`src/rtl/ft_cache_pkg.sv`:
```
package ft_cache_pkg;
  typedef enum logic [2:0] {
    ST_IDLE,
    ST_CHECK,
    ST_RD_MISS,
    ST_RD_WAIT,
    ST_RD_DATA,
    ST_WR_REQ,
    ST_WR_WAIT,
    ST_WR_DATA
  } ctl_state_e;
endpackage

```
`src/rtl/ft_fault_map.sv`:
```
module ft_fault_map #(
  parameter int IDX_W = 4
) (
  input  logic             clk_i,
  input  logic             rst_ni,
  input  logic             idle_i,
  input  logic             ld_en_i,
  input  logic [IDX_W-1:0] ld_idx_i,
  input  logic             ld_bit_i,
  input  logic [IDX_W-1:0] rd_idx_i,
  output logic             fault_o
);
  localparam int ENTRIES = 1 << IDX_W;

  logic [ENTRIES-1:0] bits_q;
  logic               ld_ok;

  assign ld_ok = ld_en_i & idle_i;

  for (genvar e = 0; e < ENTRIES; e++) begin : g_bit
    always_ff @(posedge clk_i or negedge rst_ni) begin
      if (!rst_ni)                                       bits_q[e] <= 1'b0;
      else if (ld_ok && ld_idx_i == IDX_W'(e))           bits_q[e] <= ld_bit_i;
    end
  end

  assign fault_o = bits_q[rd_idx_i];

  // map frozen while an access runs
  a_r7_load_only_idle: assert property (@(posedge clk_i) disable iff (!rst_ni)
    !idle_i |=> $stable(bits_q));
endmodule

```
`src/rtl/ft_line_store.sv`:
```
module ft_line_store #(
  parameter int IDX_W  = 4,
  parameter int TAG_W  = 8,
  parameter int DATA_W = 32
) (
  input  logic              clk_i,
  input  logic              rst_ni,
  input  logic [IDX_W-1:0]  lk_idx_i,
  input  logic [TAG_W-1:0]  lk_tag_i,
  output logic              hit_o,
  output logic [DATA_W-1:0] lk_data_o,
  input  logic              upd_en_i,
  input  logic              upd_drop_i,
  input  logic [IDX_W-1:0]  upd_idx_i,
  input  logic [TAG_W-1:0]  upd_tag_i,
  input  logic [DATA_W-1:0] upd_data_i
);
  localparam int ENTRIES = 1 << IDX_W;

  logic [ENTRIES-1:0] valid_q;
  logic [TAG_W-1:0]   tag_q  [ENTRIES];
  logic [DATA_W-1:0]  data_q [ENTRIES];

  for (genvar e = 0; e < ENTRIES; e++) begin : g_entry
    logic sel;
    assign sel = upd_en_i && upd_idx_i == IDX_W'(e);

    always_ff @(posedge clk_i or negedge rst_ni) begin
      if (!rst_ni)  valid_q[e] <= 1'b0;
      else if (sel) valid_q[e] <= ~upd_drop_i;
    end

    always_ff @(posedge clk_i) begin
      if (sel && !upd_drop_i) begin
        tag_q[e]  <= upd_tag_i;
        data_q[e] <= upd_data_i;
      end
    end

    // faulty word leaves its entry invalid
    a_r6_drop_invalidates: assert property (@(posedge clk_i) disable iff (!rst_ni)
      sel && upd_drop_i |=> !valid_q[e]);
  end

  assign hit_o     = valid_q[lk_idx_i] && (tag_q[lk_idx_i] == lk_tag_i);
  assign lk_data_o = data_q[lk_idx_i];
endmodule

```
`src/rtl/ft_ctrl_fsm.sv`:
```
module ft_ctrl_fsm
  import ft_cache_pkg::*;
#(
  parameter int IDX_W  = 4,
  parameter int TAG_W  = 8,
  parameter int DATA_W = 32,
  localparam int ADDR_W = TAG_W + IDX_W
) (
  input  logic              clk_i,
  input  logic              rst_ni,
  input  logic              req_i,
  input  logic              we_i,
  input  logic [ADDR_W-1:0] addr_i,
  input  logic [DATA_W-1:0] wdata_i,
  output logic [DATA_W-1:0] rdata_o,
  output logic              ready_o,
  output logic              idle_o,
  output logic [IDX_W-1:0]  lk_idx_o,
  output logic [TAG_W-1:0]  lk_tag_o,
  input  logic              hit_i,
  input  logic              fault_i,
  input  logic [DATA_W-1:0] lk_data_i,
  output logic              upd_en_o,
  output logic              upd_drop_o,
  output logic [DATA_W-1:0] upd_data_o,
  output logic              mem_req_o,
  output logic              mem_we_o,
  output logic [ADDR_W-1:0] mem_addr_o,
  output logic [DATA_W-1:0] mem_wdata_o,
  input  logic [DATA_W-1:0] mem_rdata_i,
  input  logic              mem_ready_i
);
  ctl_state_e        st_q, st_d;
  logic [ADDR_W-1:0] addr_q;
  logic [DATA_W-1:0] wdata_q, rdata_q;
  logic              we_q, miss_q, fault_q;
  logic              good_hit;

  assign good_hit = hit_i & ~fault_i;

  always_comb begin
    st_d = st_q;
    unique case (st_q)
      ST_IDLE:    if (req_i) st_d = ST_CHECK;
      ST_CHECK: begin
        if (we_q)          st_d = ST_WR_REQ;
        else if (good_hit) st_d = ST_RD_DATA;
        else               st_d = ST_RD_MISS;
      end
      ST_RD_MISS: st_d = ST_RD_WAIT;
      ST_RD_WAIT: if (mem_ready_i) st_d = ST_RD_DATA;
      ST_RD_DATA: st_d = ST_IDLE;
      ST_WR_REQ:  st_d = ST_WR_WAIT;
      ST_WR_WAIT: if (mem_ready_i) st_d = ST_WR_DATA;
      ST_WR_DATA: st_d = ST_IDLE;
      default:    st_d = ST_IDLE;
    endcase
  end

  always_ff @(posedge clk_i or negedge rst_ni) begin
    if (!rst_ni) begin
      st_q    <= ST_IDLE;
      addr_q  <= '0;
      wdata_q <= '0;
      rdata_q <= '0;
      we_q    <= 1'b0;
      miss_q  <= 1'b0;
      fault_q <= 1'b0;
    end else begin
      st_q <= st_d;
      if (st_q == ST_IDLE && req_i) begin
        addr_q  <= addr_i;
        wdata_q <= wdata_i;
        we_q    <= we_i;
      end
      if (st_q == ST_CHECK) begin
        miss_q  <= ~good_hit;
        fault_q <= fault_i;
        if (!we_q && good_hit) rdata_q <= lk_data_i;
      end
      if (st_q == ST_RD_WAIT && mem_ready_i) rdata_q <= mem_rdata_i;
    end
  end

  assign idle_o      = (st_q == ST_IDLE);
  assign lk_idx_o    = addr_q[IDX_W-1:0];
  assign lk_tag_o    = addr_q[ADDR_W-1:IDX_W];
  assign ready_o     = (st_q == ST_RD_DATA) || (st_q == ST_WR_DATA);
  assign rdata_o     = rdata_q;
  assign mem_req_o   = (st_q == ST_RD_MISS) || (st_q == ST_RD_WAIT) ||
                       (st_q == ST_WR_REQ)  || (st_q == ST_WR_WAIT);
  assign mem_we_o    = (st_q == ST_WR_REQ)  || (st_q == ST_WR_WAIT);
  assign mem_addr_o  = addr_q;
  assign mem_wdata_o = wdata_q;
  assign upd_en_o    = (st_q == ST_WR_DATA) || (st_q == ST_RD_DATA && miss_q);
  assign upd_drop_o  = fault_q;
  assign upd_data_o  = (st_q == ST_WR_DATA) ? wdata_q : rdata_q;


  a_r10_ready_one_cycle: assert property (@(posedge clk_i) disable iff (!rst_ni)
    ready_o |=> !ready_o);

  a_r3_req_held: assert property (@(posedge clk_i) disable iff (!rst_ni)
    mem_req_o && !mem_ready_i |=> mem_req_o && $stable(mem_addr_o) && $stable(mem_we_o));

  a_r4_write_goes_down: assert property (@(posedge clk_i) disable iff (!rst_ni)
    st_q == ST_CHECK && we_q |=> mem_req_o && mem_we_o);

  a_r5_fault_forces_miss: assert property (@(posedge clk_i) disable iff (!rst_ni)
    st_q == ST_CHECK && fault_i |=> st_q == ST_RD_MISS || st_q == ST_WR_REQ);

  a_r2_hit_stays_local: assert property (@(posedge clk_i) disable iff (!rst_ni)
    st_q == ST_CHECK && !we_q && good_hit |=> ready_o && !mem_req_o);

  a_r8_busy_no_ready_start: assert property (@(posedge clk_i) disable iff (!rst_ni)
    !idle_o && !ready_o |=> !$rose(idle_o));
endmodule

```
`src/rtl/ft_wt_cache.sv`:
```
module ft_wt_cache #(
  parameter int IDX_W  = 4,
  parameter int TAG_W  = 8,
  parameter int DATA_W = 32,
  localparam int ADDR_W = TAG_W + IDX_W
) (
  input  logic              clk_i,
  input  logic              rst_ni,
  input  logic              cpu_req_i,
  input  logic              cpu_we_i,
  input  logic [ADDR_W-1:0] cpu_addr_i,
  input  logic [DATA_W-1:0] cpu_wdata_i,
  output logic [DATA_W-1:0] cpu_rdata_o,
  output logic              cpu_ready_o,
  input  logic              fm_we_i,
  input  logic [IDX_W-1:0]  fm_idx_i,
  input  logic              fm_bit_i,
  output logic              mem_req_o,
  output logic              mem_we_o,
  output logic [ADDR_W-1:0] mem_addr_o,
  output logic [DATA_W-1:0] mem_wdata_o,
  input  logic [DATA_W-1:0] mem_rdata_i,
  input  logic              mem_ready_i
);
  logic              idle;
  logic [IDX_W-1:0]  lk_idx;
  logic [TAG_W-1:0]  lk_tag;
  logic              hit, fault;
  logic [DATA_W-1:0] lk_data, upd_data;
  logic              upd_en, upd_drop;

  ft_ctrl_fsm #(.IDX_W(IDX_W), .TAG_W(TAG_W), .DATA_W(DATA_W)) u_fsm (
    .clk_i, .rst_ni,
    .req_i       (cpu_req_i),
    .we_i        (cpu_we_i),
    .addr_i      (cpu_addr_i),
    .wdata_i     (cpu_wdata_i),
    .rdata_o     (cpu_rdata_o),
    .ready_o     (cpu_ready_o),
    .idle_o      (idle),
    .lk_idx_o    (lk_idx),
    .lk_tag_o    (lk_tag),
    .hit_i       (hit),
    .fault_i     (fault),
    .lk_data_i   (lk_data),
    .upd_en_o    (upd_en),
    .upd_drop_o  (upd_drop),
    .upd_data_o  (upd_data),
    .mem_req_o, .mem_we_o, .mem_addr_o, .mem_wdata_o,
    .mem_rdata_i, .mem_ready_i
  );

  ft_line_store #(.IDX_W(IDX_W), .TAG_W(TAG_W), .DATA_W(DATA_W)) u_store (
    .clk_i, .rst_ni,
    .lk_idx_i   (lk_idx),
    .lk_tag_i   (lk_tag),
    .hit_o      (hit),
    .lk_data_o  (lk_data),
    .upd_en_i   (upd_en),
    .upd_drop_i (upd_drop),
    .upd_idx_i  (lk_idx),
    .upd_tag_i  (lk_tag),
    .upd_data_i (upd_data)
  );

  ft_fault_map #(.IDX_W(IDX_W)) u_fmap (
    .clk_i, .rst_ni,
    .idle_i   (idle),
    .ld_en_i  (fm_we_i),
    .ld_idx_i (fm_idx_i),
    .ld_bit_i (fm_bit_i),
    .rd_idx_i (lk_idx),
    .fault_o  (fault)
  );


  a_r1_quiet_when_idle: assert property (@(posedge clk_i) disable iff (!rst_ni)
    idle |-> !cpu_ready_o && !mem_req_o);
endmodule

```
`config.mk`:
```
export PLATFORM = sky130hd
export DESIGN_NAME = ft_wt_cache
export DESIGN_NICKNAME = d
export VERILOG_FILES = /design/src/rtl/ft_cache_pkg.sv /design/src/rtl/ft_fault_map.sv /design/src/rtl/ft_line_store.sv /design/src/rtl/ft_ctrl_fsm.sv /design/src/rtl/ft_wt_cache.sv
export SDC_FILE = /design/constraint.sdc
export NUM_CORES = 1
export LEC_CHECK = 0
export BUFFER_PORTS_ARGS = -buffer_cell sky130_fd_sc_hd__buf_4
export CORE_UTILIZATION = 30
export CTS_BUF_LIST = sky130_fd_sc_hd__clkbuf_16
export CTS_CLUSTER_SIZE = 12
export DETAILED_ROUTE_END_ITERATION = 12
export PLACE_DENSITY_LB_ADDON = 0.05
export SLEW_MARGIN = 10
export SYNTH_ARGS = -nofsm -noshare
export SYNTH_HDL_FRONTEND = slang
export SYNTH_SLANG_ARGS = --single-unit
```
`constraint.sdc`:
```
create_clock -name clk_i -period 5.5 [get_ports clk_i]
set_clock_uncertainty 0.2 [all_clocks]
set_input_delay 0.825 -clock clk_i [delete_from_list [all_inputs] [get_ports clk_i]]
set_output_delay 0.825 -clock clk_i [all_outputs]
set_load 0.005 [all_outputs]
```
==> results by group, run 1 <==
Outcome
  • Status: complete, no violations

Clock network
  • Clock Latency Late Sink: between 0.6 and 0.7 ns
  • # hold bufs at CTS: 0
  • TritonCTS clock tree: done
  • Worst-path clk slew: 0.06 ns
  • Bufs on Longest Clock Path: 3
  • Root Buffer: clkbuf_16
  • CTS sink cnt: roughly 750
  • CTS buffer count: 87
  • Setup bufs post-CTS: 0
  • CTS H-tree depth: 3
  • # resized after CTS: 0

Route
  • Via density: 5.02
  • First-pass DRT Iterations: 5
  • Total Wirelength: 85.1 mm
  • Via count: between 15,000 and 20,000
  • Drt drc: 0
  • Initial DRC Count: 1,197
  • Wire length per cell after detailed routing: 27.9 um
  • Post-route antenna net violation count: 0

Timing
  • Actual slew at the worst max-slew pin: 1.08 ns
  • Fin. max-slew vios: 0
  • Period utilization: 75.2%
  • Fin Setup TNS: 0 ns
  • Slew margin rel.: 28.2%
  • Min cycle time layout: 4.14 ns
  • Fin. Hold Viols: 0
  • Final setup viols: 0
  • RSZ-0062 raised after global routing: false
  • Hold_ws: 0.106 ns
  • FMAX: 242 MHz

Yosys
  • Unique cell type count in the Yosys netlist: 44
  • Ys Warns: 0
  • #FFs+latches synth: 754
  • Mapped Avg Cell Area: just over 20 um^2
  • Synth async-reset ratio: 15.1%
  • Top FF cell, synth: edfxtp_1
  • Post-synthesis instance area: around 0.03 mm^2
  • Sequential area share after synthesis: 73.5%
  • EDFF count, synth: 640
  • Syn nets: roughly 1,600
  • Mapped Cells: 1,480

Power and ir drop
  • PwrDens: 550 mW/mm^2
  • VDD IR-drop max: 0.303 mV
  • Leakage dissipation: 12.0 nW

Worst setup path
  • Crit end category: flop
  • Startpoint Class: flop
  • Critical-path maximum fanout: 53
  • Crit Path Class: flop to flop
  • Worst EP required: 5.81 ns
  • WP data arrival: 4.45 ns

Floorplan
  • Core area: 0.0987 mm^2
  • Die span in x: 318 um
  • Initial core utilization: 30.4%
  • Die Y: 318 um
  • Io pins: around 170
  • Die ar.: 0.101 mm^2
  • Row count: roughly 120

GRT
  • Routing usage on met2: between 20% and 30%
  • Largest net degree at the start of global routing: 86
  • GRT Total Usage: 16.9%
  • Global routing usage on met3: 2.92%
  • Initial antenna violation count: 5
  • GR peak layer: met2
  • First-pass GRT wire length: 122 mm
  • Number of global-route vias before repair: 16,400
  • Met1 usage: 23.8%
  • Gr ovfl total: 0

Worst hold path
  • Min-delay worst type: primary input to async pin

Place
  • Placer Congestion: roughly 0.70
  • PortBufs: around 170
  • Hpwl dp: between 40 and 50 mm

Flow run
  • Maxcap violations: 0

Finish
  • Commonest non-fill, non-tap cell in the layout: edfxtp_1
  • Area Overhead vs Synth: 19.1%
  • Commonest non-fill, non-tap cells in the layout: edfxtp_1, buf_4, mux4_2
  • Fraction of layout cells with a size suffix above 1: 36.7%
  • Nets@finish: roughly 1,800
  • # fillers: roughly 9,000
## Yosys cell counts, types with 5 or more instances
master / instances / area share, %
and2_1: 21 / 0.44
o21ai_0: 31 / 0.52
nor2_1: 45 / 0.56
buf_1: 13 / 0.16
mux2_2: 94 / 3.5
a21oi_1: 8 / 0.13
nor3b_1: 16 / 0.40
nand2_1: 44 / 0.55
o21ai_1: 18 / 0.30
xor2_1: 7 / 0.20
edfxtp_1: 640 / 64
buf_2: 20 / 0.33
nand2b_1: 10 / 0.21
o31a_1: 15 / 0.44
buf_4: 5 / 0.13
a31oi_1: 32 / 0.67
nor2b_1: 9 / 0.19
mux4_2: 195 / 15
dfrtp_1: 114 / 9.5
a22oi_1: 10 / 0.25
clkbuf_1: 49 / 0.61
mux2i_1: 25 / 0.83
and3_1: 24 / 0.50
nand3_1: 6 / 0.10
## path summary, 6_finish.rpt
kind	start	end	slack [ns]	depth (start not counted)
max	u_fsm.mem_addr_o[3]	u_fsm.rdata_o[4]	1.36	8
min	rst_ni	u_store.valid_q[5]	0.11	1
max reg2reg	u_fsm.mem_addr_o[3]	u_fsm.rdata_o[4]	1.36	8
min reg2reg	u_store.valid_q[6]	u_store.valid_q[6]	0.30	2
max in group asynchronous	rst_ni	u_fsm.mem_wdata_o[13]	3.78	2
min in group clk_i	cpu_addr_i[2]	u_fsm.mem_addr_o[2]	0.20	3
## registers in the layout, summed over array words and instances, names as in the netlist
register,cells
u_fmap.bits_q,16
u_fsm.mem_addr_o,12
u_fsm.mem_wdata_o,32
u_fsm.miss_q,1
u_fsm.rdata_o,32
u_fsm.st_q,3
u_fsm.upd_drop_o,1
u_fsm.we_q,1
u_store.data_q,512
u_store.tag_q,128
u_store.valid_q,16
## logic make-up (layout without fill, tap and decap cells)
logic type	Yosys count	in the layout	synth area share (%)
compound gates	124	124	2.58
buf+inv	94	371	1.42
xor+xnor	8	8	0.233
mux	316	316	19.1
other cells	0	2	0
simple gates	184	184	3.19
flops	754	754	73.5
## final cells by class
| class | instances | area, um^2 | area share [%] |
|---|---|---|---|
| clock inverter | 72 | 455 | 1.27 |
| tap | 1287 | 1610 | 4.50 |
| inverter | 3 | 11.3 | 0.0315 |
| sequential | 754 | 22100 | 61.8 |
| multi-input combinational | 632 | 7680 | 21.5 |
| clock buffer | 90 | 2250 | 6.30 |
| timing repair buffer | 206 | 1650 | 4.62 |
| antenna | 2 | 5.00 | 0.0140 |
## metal layers
| metal | vias to the layer above | wire length (um) |
|---|---|---|
| met5 | - | 35 |
| met4 | 6 | 1420 |
| met3 | 104 | 3730 |
| met2 | 338 | 40400 |
| met1 | 8363 | 39500 |
| li1 | 6483 | - |
## where the power goes
part	internal [W]	total, W	switching (W)
combinational	0.00261	0.00574	0.00313
clock	0.00319	0.00551	0.00232
sequential	0.00760	0.00843	0.000831
## worst max-delay path, stage by stage (launching register included)
cell,delay (ns)
dfrtp_4,1.01
buf_4,0.52
nor2b_1,0.33
a22oi_1,0.14
a21o_1,0.21
nor4_4,0.34
and4_2,0.80
buf_4,0.32
o21ai_1,0.09
## metrics by stage
| step | cell area (um^2) | cells | setup slack [ns] | util (%) | total power [W] |
|---|---|---|---|---|---|
| after floorplan | 30000 | 1480 | 1.25 | - | 0.0119 |
| after global placement | 33000 | 2882 | 1.35 | 33.5 | 0.0145 |
| after detailed placement | 33000 | 2882 | 1.30 | 33.5 | 0.0145 |
| after CTS | 35700 | 3044 | 1.27 | 36.2 | 0.0201 |
| after global routing | 35700 | 3044 | 1.09 | 36.2 | 0.0207 |
| final | 35700 | 3046 | 1.36 | 36.2 | 0.0197 |
(Power assumes the default switching activity.)
==> run 2: changes to the inputs <==
==> constraint.sdc (replaced) <==
create_clock -name clk_i -period 4.3 [get_ports clk_i]
set_clock_uncertainty 0.2 [all_clocks]
set_input_delay 0.645 -clock clk_i [delete_from_list [all_inputs] [get_ports clk_i]]
set_output_delay 0.645 -clock clk_i [all_outputs]
set_load 0.005 [all_outputs]
==> run 2 against run 1 <==
Compared with the run above:
- clock power grew 36%
- register-to-register slack got worse by 0.81 ns
- combinational power grew 33%
- hold slack worse by 0.060 ns
- clock-buffer cell count unchanged
- die area unchanged
- cell area grew 2.5%
- first-iteration DRC count shrank 8.9%
- critical path depth grew 1
- final cell count increased by 2.0%
- largest power group unchanged
- highest routed layer is now met4
==> results by group, run 2 (synthesized netlist as in run 1, its figures left out) <==
Timing
  • Fin. Hold Viols: 0
  • Fin. max-slew vios: 0
  • Slew margin rel.: 38.1%
  • Final setup viols: 0
  • Actual slew at the worst max-slew pin: 0.928 ns
  • Hold_ws: 0.0466 ns
  • Min cycle time layout: around 3.7 ns
  • RSZ-0062 raised after global routing: false
  • Period utilization: 87.2%
  • Fin Setup TNS: 0 ns
  • FMAX: ~270 MHz

Finish
  • # fillers: just over 9,000
  • Nets@finish: 1,835
  • Fraction of layout cells with a size suffix above 1: 37.1%
  • Biggest regs: u_store.data_q (512), u_store.tag_q (128)
  • Area Overhead vs Synth: 22.1%
  • Final instance area: 0.0367 mm^2
  • Fin util: 37.1%
  • Reg with most FFs: u_store.data_q
  • Commonest non-fill, non-tap cells in the layout: edfxtp_1, buf_4, mux4_2
  • Commonest non-fill, non-tap cell in the layout: edfxtp_1
  • Number of flip-flops in the largest register: 512
  • ANT cells: 0

Floorplan
  • Die span in x: 318 um
  • Row count: approximately 120
  • Io pins: 166
  • Initial core utilization: 30.4%
  • Die Y: 318 um
  • Core area: 0.0987 mm^2
  • Die ar.: 0.101 mm^2

Power and ir drop
  • PwrDens: 703 mW/mm^2
  • VDD IR-drop max: 0.333 mV
  • Final Power: 0.0258 W
  • Leakage dissipation: 12.4 nW

Route
  • Post-route antenna net violation count: 0
  • Met3 Routed Length: 3.00 mm
  • Met1 Wirelength: approximately 42 mm
  • Met2 wire length: 40.5 mm
  • First-pass DRT Iterations: 7
  • Drt drc: 0
  • Wire length per cell after detailed routing: 27.9 um
  • Uppermost layer routed: met4
  • Initial DRC Count: approximately 1,100
  • Via density: 4.99
  • Total Wirelength: about 87 mm
  • Via count: 15,500

Clock network
  • # resized after CTS: 0
  • CTS H-tree depth: 3
  • Root Buffer: clkbuf_16
  • Setup bufs post-CTS: 0
  • Bufs on Longest Clock Path: 3
  • TritonCTS clock tree: done
  • Clock Latency Late Sink: 0.65 ns
  • CTS sink cnt: 754
  • # hold bufs at CTS: 37
  • CTS buffer count: 88
  • Worst-path clk slew: 0.06 ns

Worst setup path
  • WP data arrival: about 4 ns
  • FF-to-FF path depth: 9
  • Crit end category: flop
  • Crit Path Class: flop to flop
  • Worst EP required: 4.61 ns
  • RR Endpoint: u_fsm.miss_q
  • R2R setup slack: between 0.5 and 0.6 ns
  • FF-to-FF Start: u_fsm.mem_addr_o[1]
  • Startpoint Class: flop
  • Critical-path maximum fanout: 64

Flow run
  • Maxcap violations: 0

GRT
  • Initial antenna violation count: 1
  • First-pass GRT wire length: 124 mm
  • GRT Total Usage: roughly 17%
  • Gr ovfl total: 0
  • Number of global-route vias before repair: 16,700
  • Largest net degree at the start of global routing: 71

Worst hold path
  • Worst hold path cell count: 2
  • Hold_sp: cpu_addr_i[11]
  • Min-delay worst type: primary input to flop
  • Worst hold endpoint: u_fsm.mem_addr_o[11]

Place
  • PortBufs: 165
  • DP Area: 0.0334 mm^2
  • Hpwl dp: 46.7 mm
  • Placer Congestion: about 0.7

Outcome
  • Status: complete, no violations
run 2: routing by layer:
metal | up-vias | global-route usage (%)
li1 | 6621 | -
met1 | 8445 | 24.8
met2 | 321 | 27.2
met3 | 98 | 2.52
met4 | 0 | 3.91
met5 | - | 0
run 2: critical path, cell delays in order, from the launching register on:
cell	delay (ns)
dfrtp_4	0.95
buf_12	0.45
mux4_2	0.38
a22oi_1	0.21
nand2_1	0.11
a21o_1	0.21
nor4_4	0.31
buf_4	0.42
and3_1	0.25
a21oi_1	0.07
run 2: layout make-up:
cell class              count  area [um^2]  area share (%)
clock buffers              90         2250            6.14
flip-flops and latches    754        22100            60.3
inverters                   3         11.3          0.0307
well taps                1287         1610            4.39
multi-input cells         632         7680            20.9
clock inverters            71          636            1.73
repair buffers            269         2380            6.49
run 2: worst max-delay path by stage:
stage	start	to	slack, ns
after detailed placement	u_fsm.mem_addr_o[1]	u_fsm.miss_q	0.45
after CTS	u_fsm.mem_addr_o[1]	u_fsm.miss_q	0.42
after global placement	u_fsm.mem_addr_o[1]	u_fsm.miss_q	0.45
after floorplan	u_fsm.mem_addr_o[3]	u_store.data_q[0][0]	0.05
after global routing	u_fsm.mem_addr_o[1]	u_fsm.miss_q	0.26
final	u_fsm.mem_addr_o[1]	u_fsm.miss_q	0.55
run 2: where the power goes:
part           internal, W  switching (W)  leakage, nW  total, W
clock              0.00450        0.00299         1.48   0.00749
sequential         0.00972       0.000960         7.17    0.0107
combinational      0.00351        0.00411         3.78   0.00761
total               0.0177        0.00806         12.4    0.0258
run 2: stage by stage:
stage	cells	setup slack [ns]
floorplan	1480	0.0507
global placement	2908	0.446
CTS	3106	0.422
global route	3106	0.263
finish	3106	0.552
detailed placement	2908	0.445
==> run 3: changes to the inputs <==
--- a/config.mk
+++ b/config.mk
@@ -7,7 +7,7 @@
 export LEC_CHECK = 0
 export BUFFER_PORTS_ARGS = -buffer_cell sky130_fd_sc_hd__buf_4
 export CORE_UTILIZATION = 30
-export CTS_BUF_LIST = sky130_fd_sc_hd__clkbuf_16
+export CTS_BUF_LIST = sky130_fd_sc_hd__clkbuf_4 sky130_fd_sc_hd__clkbuf_8 sky130_fd_sc_hd__clkbuf_16
 export CTS_CLUSTER_SIZE = 12
 export DETAILED_ROUTE_END_ITERATION = 12
 export PLACE_DENSITY_LB_ADDON = 0.05
@@ -15,3 +15,4 @@
 export SYNTH_ARGS = -nofsm -noshare
 export SYNTH_HDL_FRONTEND = slang
 export SYNTH_SLANG_ARGS = --single-unit
+export TNS_END_PERCENT = 1
==> run 3 against run 2 <==
Compared with the run above:
- fmax about the same
- flip-flop and latch count did not move
- clock power increased by 3%
- core utilization up 0.089 points
- via count decreased by 0.11%
- global-route usage is essentially flat
- critical path type unchanged
==> results by group, run 3 (synthesized netlist as in run 1, its figures left out) <==
Place
  • Hpwl dp: 46.7 mm
  • PortBufs: 165
  • Pre-CTS setup slack: ~0.45 ns
  • Placed Cells incl. Taps: 2,908
  • Placer Congestion: 0.694

Clock network
  • Root Buffer: clkbuf_16
  • CTS H-tree depth: 3
  • TritonCTS clock tree: done
  • Worst-path clk slew: 0.06 ns
  • Bufs on Longest Clock Path: 3
  • CTS buffer count: between 80 and 90
  • CTS sink cnt: 754
  • Clock Latency Late Sink: 0.65 ns
  • Setup bufs post-CTS: 0

Timing
  • Fin Setup TNS: 0 ns
  • Period utilization: 87.2%
  • Fin. max-slew vios: 0
  • Slew margin rel.: 37.8%
  • Actual slew at the worst max-slew pin: approximately 0.93 ns
  • FMAX: approximately 270 MHz
  • Min cycle time layout: approximately 3.8 ns
  • Final WS setup: 0.549 ns
  • RSZ-0062 raised after global routing: false
  • Final setup viols: 0
  • Fin. Hold Viols: 0

Route
  • Uppermost layer routed: met4
  • Met1 Wirelength: about 42 mm
  • Met2 wire length: 40.4 mm
  • Wire length per cell after detailed routing: 27.8 um
  • Via density: 4.98
  • Met3 Routed Length: 2.79 mm
  • First-pass DRT Iterations: 5
  • Post-route antenna net violation count: 0
  • Drt drc: 0
  • Initial DRC Count: 1,040
  • Total Wirelength: 86.4 mm
  • Via count: 15,500

Power and ir drop
  • Leakage dissipation: 12.4 nW
  • VDD IR-drop max: 0.334 mV
  • PwrDens: around 710 mW/mm^2
  • Final Power: 0.0260 W

Worst hold path
  • Min-delay worst type: primary input to flop

Finish
  • Fraction of layout cells with a size suffix above 1: 38.2%
  • Nets@finish: 1,835
  • Reg with most FFs: u_store.data_q
  • Commonest non-fill, non-tap cell in the layout: edfxtp_1
  • ANT cells: 0
  • Fin util: 37.2%
  • Biggest regs: u_store.data_q (512), u_store.tag_q (128)
  • Number of flip-flops in the largest register: 512
  • Commonest non-fill, non-tap cells in the layout: edfxtp_1, buf_4, mux4_2
  • Area Overhead vs Synth: 22.4%
  • Final non-filler cell total: just over 3,000

Floorplan
  • Io pins: 166
  • Die span in x: between 300 and 400 um
  • Die ar.: 0.101 mm^2
  • Die Y: ~320 um
  • Row count: roughly 120
  • Initial core utilization: between 30% and 40%
  • Core area: 0.0987 mm^2

Worst setup path
  • Max stage delay on crit path: 0.94 ns
  • Crit Path Class: flop to flop
  • Startpoint Class: flop
  • Crit-path cells: buf_12, mux4_2, a22oi_1, nand2_1, a21o_1, nor4_4, buf_4, and3_1, a21oi_1
  • WP data arrival: 4.06 ns
  • Worst EP required: 4.61 ns
  • CP max stage cell: dfrtp_4
  • Crit end category: flop
  • Critical-path maximum fanout: 64
  • Largest delay share family, worst path: flip-flops
  • Crit path buffers/inverters: 2

GRT
  • Initial antenna violation count: 1
  • Largest net degree at the start of global routing: 71
  • Gr ovfl total: 0
  • Number of global-route vias before repair: about 17,000
  • First-pass GRT wire length: 124 mm
  • GRT Total Usage: 17.2%

Flow run
  • Maxcap violations: 0

Outcome
  • Status: complete, no violations
[run 3: cell types whose count changed in the layout (fill, tap and decap cells not counted)]
| cell | previous run | this run |
|---|---|---|
| clkbuf_4 | 0 | 18 |
| clkbuf_8 | 0 | 2 |
| clkinv_1 | 19 | 17 |
| inv_1 | 21 | 3 |
[run 3: repair_timing]
action	in CTS	in global routing
resized for setup	0	0
hold endpoints to repair	104	0
hold buffers	37	0
[run 3: final timing paths]
check / startpoint / end / slack [ns] / cells past startpoint
min in group asynchronous: rst_ni / u_fsm.mem_addr_o[8] / 0.44 / 2
worst min-delay path: cpu_addr_i[11] / u_fsm.mem_addr_o[11] / 0.05 / 2
worst max-delay path: u_fsm.mem_addr_o[1] / u_fsm.miss_q / 0.55 / 9
worst min register to register: u_fmap.bits_q[2] / u_fmap.bits_q[2] / 0.30 / 1
max in group asynchronous: rst_ni / u_fsm.mem_addr_o[10] / 2.46 / 3
worst max register to register: u_fsm.mem_addr_o[1] / u_fsm.miss_q / 0.55 / 9
[run 3: per-stage QoR]
| stage | instance area (um^2) | hold WS (ns) |
|---|---|---|
| floorplan | 30000 | 0.149 |
| global placement | 33400 | 0.286 |
| detailed placement | 33400 | 0.291 |
| CTS | 36700 | 0.00161 |
| global route | 36700 | 0.0138 |
| finish | 36700 | 0.0475 |
[run 3: area by class of cell]
| type | instances | area [um^2] |
|---|---|---|
| fill | 9125 | 62000 |
| sequential | 754 | 22100 |
| multi-input combinational | 632 | 7680 |
| clock buffer | 110 | 2410 |
| timing repair buffer | 269 | 2380 |
| tap | 1287 | 1610 |
| clock inverter | 51 | 561 |
| inverter | 3 | 11.3 |
[run 3: worst register-to-register path: stages (launching register included)]
cell and delay, ns:
dfrtp_4 0.94, buf_12 0.46, mux4_2 0.41, a22oi_1 0.21, nand2_1 0.12, a21o_1 0.21
nor4_4 0.31, buf_4 0.42, and3_1 0.26, a21oi_1 0.07
[run 3: routing by layer]
layer / up-vias / global-route usage (%)
li1: 6622 / -
met1: 8441 / 24.8
met2: 308 / 27.2
met3: 97 / 2.58
met4: 0 / 3.92
met5: - / 0
[run 3: power breakdown]
part	internal, W	switching, W
sequential	0.00972	0.000957
clock	0.00469	0.00299
combinational	0.00351	0.00411
